File: config.mk
export PLATFORM = sky130hd
export DESIGN_NAME = evt_core_ctrl
export DESIGN_NICKNAME = d
export VERILOG_FILES = /design/src/rtl/evt_core_ctrl.sv
export SDC_FILE = /design/constraint.sdc
export NUM_CORES = 1
export LEC_CHECK = 0
export CAP_MARGIN = 30
export CORE_MARGIN = 1.5
export CORE_UTILIZATION = 30
export DETAILED_ROUTE_END_ITERATION = 8
export DONT_BUFFER_PORTS = 1
export MAX_ROUTING_LAYER = met4
export PLACE_DENSITY = 0.48
export SLEW_MARGIN = 5
export SYNTH_ARGS = -nofsm -noshare
export SYNTH_HDL_FRONTEND = slang
export SYNTH_SLANG_ARGS = --single-unit
File: constraint.sdc
create_clock -name clk_i -period 9.9 [get_ports clk_i]
set_input_delay 0.99 -clock clk_i [delete_from_list [all_inputs] [get_ports clk_i]]
set_output_delay 0.99 -clock clk_i [all_outputs]
set_load 0.05 [all_outputs]
File: src/rtl/evt_core_ctrl.sv
module evt_core_ctrl #(
  parameter int N  = 16,
  parameter int AW = 2
) (
  input  logic          clk_i,
  input  logic          rst_ni,
  input  logic [N-1:0]  evt_i,
  input  logic          gie_i,
  input  logic          ret_i,
  input  logic          reg_we_i,
  input  logic [AW-1:0] reg_addr_i,
  input  logic [N-1:0]  reg_wdata_i,
  output logic [N-1:0]  reg_rdata_o,
  output logic [N-1:0]  pend_o
);
  localparam logic [AW-1:0] A_LAT = AW'(0);
  localparam logic [AW-1:0] A_MSK = AW'(1);
  localparam logic [AW-1:0] A_PND = AW'(2);
  localparam logic [N-1:0]  ONE   = N'(1);

  logic [N-1:0] s1_q, s2_q, lat_q, msk_q, pnd_q;
  logic [N-1:0] edge_w, cand, win, top_p, acc, rel, lat_wm;

  assign edge_w = s1_q & ~s2_q;
  assign cand   = gie_i ? (lat_q & msk_q) : '0;
  assign win    = cand & (~cand + ONE);
  assign top_p  = pnd_q & (~pnd_q + ONE);
  assign acc    = (win != '0 && (top_p == '0 || win < top_p)) ? win : '0;
  assign rel    = ret_i ? top_p : '0;
  assign lat_wm = (reg_we_i && reg_addr_i == A_LAT) ? ~msk_q : '0;

  always_ff @(posedge clk_i) begin
    if (!rst_ni) begin
      s1_q  <= '0;
      s2_q  <= '0;
      lat_q <= '0;
      msk_q <= '0;
      pnd_q <= '0;
    end else begin
      s1_q  <= evt_i;
      s2_q  <= s1_q;
      lat_q <= (((lat_q & ~lat_wm) | (reg_wdata_i & lat_wm)) & ~acc) | edge_w;
      if (reg_we_i && reg_addr_i == A_MSK) msk_q <= reg_wdata_i;
      pnd_q <= (pnd_q & ~rel) | acc;
    end
  end

  always_comb begin
    case (reg_addr_i)
      A_LAT:   reg_rdata_o = lat_q;
      A_MSK:   reg_rdata_o = msk_q;
      A_PND:   reg_rdata_o = pnd_q;
      default: reg_rdata_o = '0;
    endcase
  end

  assign pend_o = pnd_q;
endmodule

==> key figures <==
Hold path
  – Hold WC Path Type: register to register

Floorplanning
  – Cell row count: around 40
  – I/O pin count: approximately 70
  – Core footprint: 12620 sq um
  – Die X: 116.6 um
  – Initial Utilization: 30.67%
  – Die Ht: 116.6 um
  – Die ar.: 13590 sq um

Critical path
  – Critical Path Stages: 13
  – Worst reg-to-reg path cell count: 13
  – CP required: 10120 ps
  – Worst-path maximum fanout: 16
  – Slowest stage delay, CP: 670 ps
  – Capture point of the worst path: lat_q[5]
  – Slowest CP cell: or4_4
  – Critical R2R Launch: pend_o[0]
  – Crit path from: pend_o[0]
  – Nature of the critical path endpoint: register
  – CP most frequent cell: nand2_1
  – FF-to-FF setup slack: 5210 ps
  – Crit Reg-Reg Endpoint: lat_q[5]
  – CP top delay family: simple AND/OR/NAND/NOR gates
  – Crit-path cells: or4_4 > or4_1 > nor3_1 > nor3b_1 > nand2_1 > ha_1 > a41oi_1 > o21ai_0 > a21oi_1 > o32ai_1 > nor2_2 > nand2_1 > a32o_1
  – CP Launch Type: register
  – WP buf/inv: 0
  – CP Data Arrival Time: 4920 ps
  – Kind of critical path: register to register

STA
  – Finish-stage setup viols: 0
  – Final Max Tran Viols: 0
  – Final Hold Vio Count: 0
  – RSZ-0062 raised after global routing: no
  – Tmin final: 4692 ps
  – Relative slew slack: 30.99%
  – Period utilisation layout: between 40% and 50%
  – Worst Skew: 6.307 ps
  – Fmax: 0.2131 GHz
  – Least-Margin Pin Slew: 1028 ps
  – Setup TNS: 0 ps

Clock tree
  – Number of H-tree levels: 3
  – Hold Buf Count CTS: 0
  – Root Buffer: clkbuf_16
  – Bufs on Longest Clock Path: 2
  – Clock Sinks: 80
  – Number of gates resized after CTS: 0
  – Clock-pin slew on the worst setup and hold paths: 60 ps
  – Setup bufs post-CTS: 0
  – TritonCTS clock tree: built
  – Num CTS Buffers: 9
  – Clk_lat worst skew: 330 ps

Final layout
  – Share of post-route cells with drive strength above 1: 7.822%
  – Commonest non-fill, non-tap cells in the layout: nand2_1, dfxtp_1, nor2_1, and2_1, a21oi_1
  – Area grow syn2layout: 12.67%
  – Nets: between 500 and 600
  – Ant. Diodes: 0
  – Commonest non-fill, non-tap cell in the layout: nand2_1

Detailed routing
  – Via count: 3247
  – DR WL/cell: 16.96 um
  – Initial drt markers: 172
  – DRC viols: 0
  – Vias per cell: 5.034
  – Final ANT Viol Nets: 0
  – Pre-antenna DRT Iters: 4
  – Final WL: 10.94 mm

Yosys
  – Syn Area/Cell: 8.216 sq um
  – Synth warnings: 0
  – Synthesized net count: 523
  – Post-Synthesis Cells: 471
  – Asr flop ratio synth: 0%
  – #FFs+latches synth: 80
  – Sequential-to-total area share from yosys stat: between 40% and 50%
  – EDFF count, synth: 0
  – Cell Area, Synth: 3870 sq um
  – Most used flip-flop cell after synthesis: dfxtp_1
  – Library cells used by synthesis: 49

Power
  – Final Power: 736.9 uW
  – Power density over the cells: ~170 nW/um^2
  – Maximum VDD drop: 0.05957 mV
  – P_leak: 0.001702 uW

GRT
  – Met3 Use GR: 4.100%
  – Wire length of the first global-routing pass: 17.01 mm
  – GR Util met2: 25.29%
  – GRT Total Usage: ~17%
  – Gr busiest metal: met2
  – Initial antenna violation count: 0
  – Vias in the first global route: around 3100
  – Final global-route overflow total: 0
  – GRT met1 Usage: 23.11%
  – Largest net degree at the start of global routing: 47

Placement
  – Hpwl dp: 8.088 mm
  – Port buffer count: 0
  – Final GP Congestion: 0.8627

Job
  – MaxCap Viol Count: 0

Outcome
  – Status: finished clean
==> per-stage QoR <==
stage / instances / hold slack [ps] / util, % / cell area (sq um) / worst slack (ps)
after global routing: 645 / 427.0 / 34.55 / 4360 / 4889
after CTS: 645 / 411.3 / 34.55 / 4360 / 5198
after floorplan: 471 / 392.5 / - / 3870 / 5833
after global placement: 622 / 393.6 / 31.69 / 3999 / 5263
final: 645 / 410.0 / 34.55 / 4360 / 5208
after detailed placement: 629 / 403.1 / 32.26 / 4071 / 5205
==> power breakdown <==
part / internal (uW) / switching [uW] / leakage [uW]
sequential: 337 / 11.6 / 0.000657
combinational: 24.9 / 40.5 / 0.000907
clock: 194 / 129 / 0.000138
==> how the worst min path moves through the flow <==
stage | from | endpoint | slack, ps | depth (start not counted)
after floorplan | s2_q[10] | lat_q[10] | 390 | 1
after global placement | s2_q[10] | lat_q[10] | 390 | 1
after detailed placement | s2_q[15] | lat_q[15] | 400 | 1
after CTS | s2_q[15] | lat_q[15] | 410 | 1
after global routing | s2_q[15] | lat_q[15] | 430 | 1
final | s2_q[10] | lat_q[10] | 410 | 1
==> metal layers <==
layer	wire, um	vias to the layer above	share of wire [%]
li1	-	1630	-
met1	5359	1524	49
met2	4794	84	44
met3	666	9	6.1
met4	122	0	1.1
met5	0	-	0
==> synth_stat cells (2+ instances only) <==
master     count  area, sq um
nand2_1      105        394.1
dfxtp_1       80         1602
and2_1        30        187.7
nor2_1        30        112.6
a21oi_1       28        140.1
o21ai_0       27        135.1
mux2i_1       22        220.2
clkbuf_1      19        71.32
inv_1         17        63.81
ha_1          13        162.7
nor3_1         9        45.04
mux2_2         8        90.09
a32o_1         7        70.07
o21a_1         7        52.55
nand3_1        6        30.03
nor3b_1        6        45.04
o32ai_1        6        52.55
nand3b_1       5        37.54
nand4_1        5        31.28
a22oi_1        3        22.52
a311oi_1       3        26.28
nand2b_1       3        18.77
or3_1          3        18.77
a2111oi_0      2        17.52
a21boi_0       2        15.01
and3_1         2        12.51
==> kinds of logic (layout without fill, tap and decap cells) <==
| kind of cell | Yosys count | after routing | synth area share (%) |
|---|---|---|---|
| AOI/OAI and AO/OA | 93 | 93 | 15.45 |
| adders and majority gates | 13 | 13 | 4.203 |
| buffers and inverters | 39 | 41 | 3.977 |
| DFF | 80 | 80 | 41.38 |
| muxes | 30 | 30 | 8.018 |
| and+or+nand+nor | 216 | 216 | 26.96 |
==> flip-flops by register name, summed over array words and instances (netlist names) <==
name	cells
pend_o	16
s2_q	16
msk_q	16
lat_q	16
s1_q	16
==> area by class of cell <==
| cell class | count | area (sq um) |
|---|---|---|
| Timing Repair Buffer | 7 | 72.57 |
| Clock buffer | 10 | 229.0 |
| Fill cell | 1335 | 8259 |
| Tap cell | 172 | 215.2 |
| Multi-Input combinational cell | 352 | 2115 |
| Sequential cell | 80 | 1602 |
| Inverter | 18 | 67.56 |
| Clock inverter | 6 | 60.06 |
(Power assumes the default switching activity.)
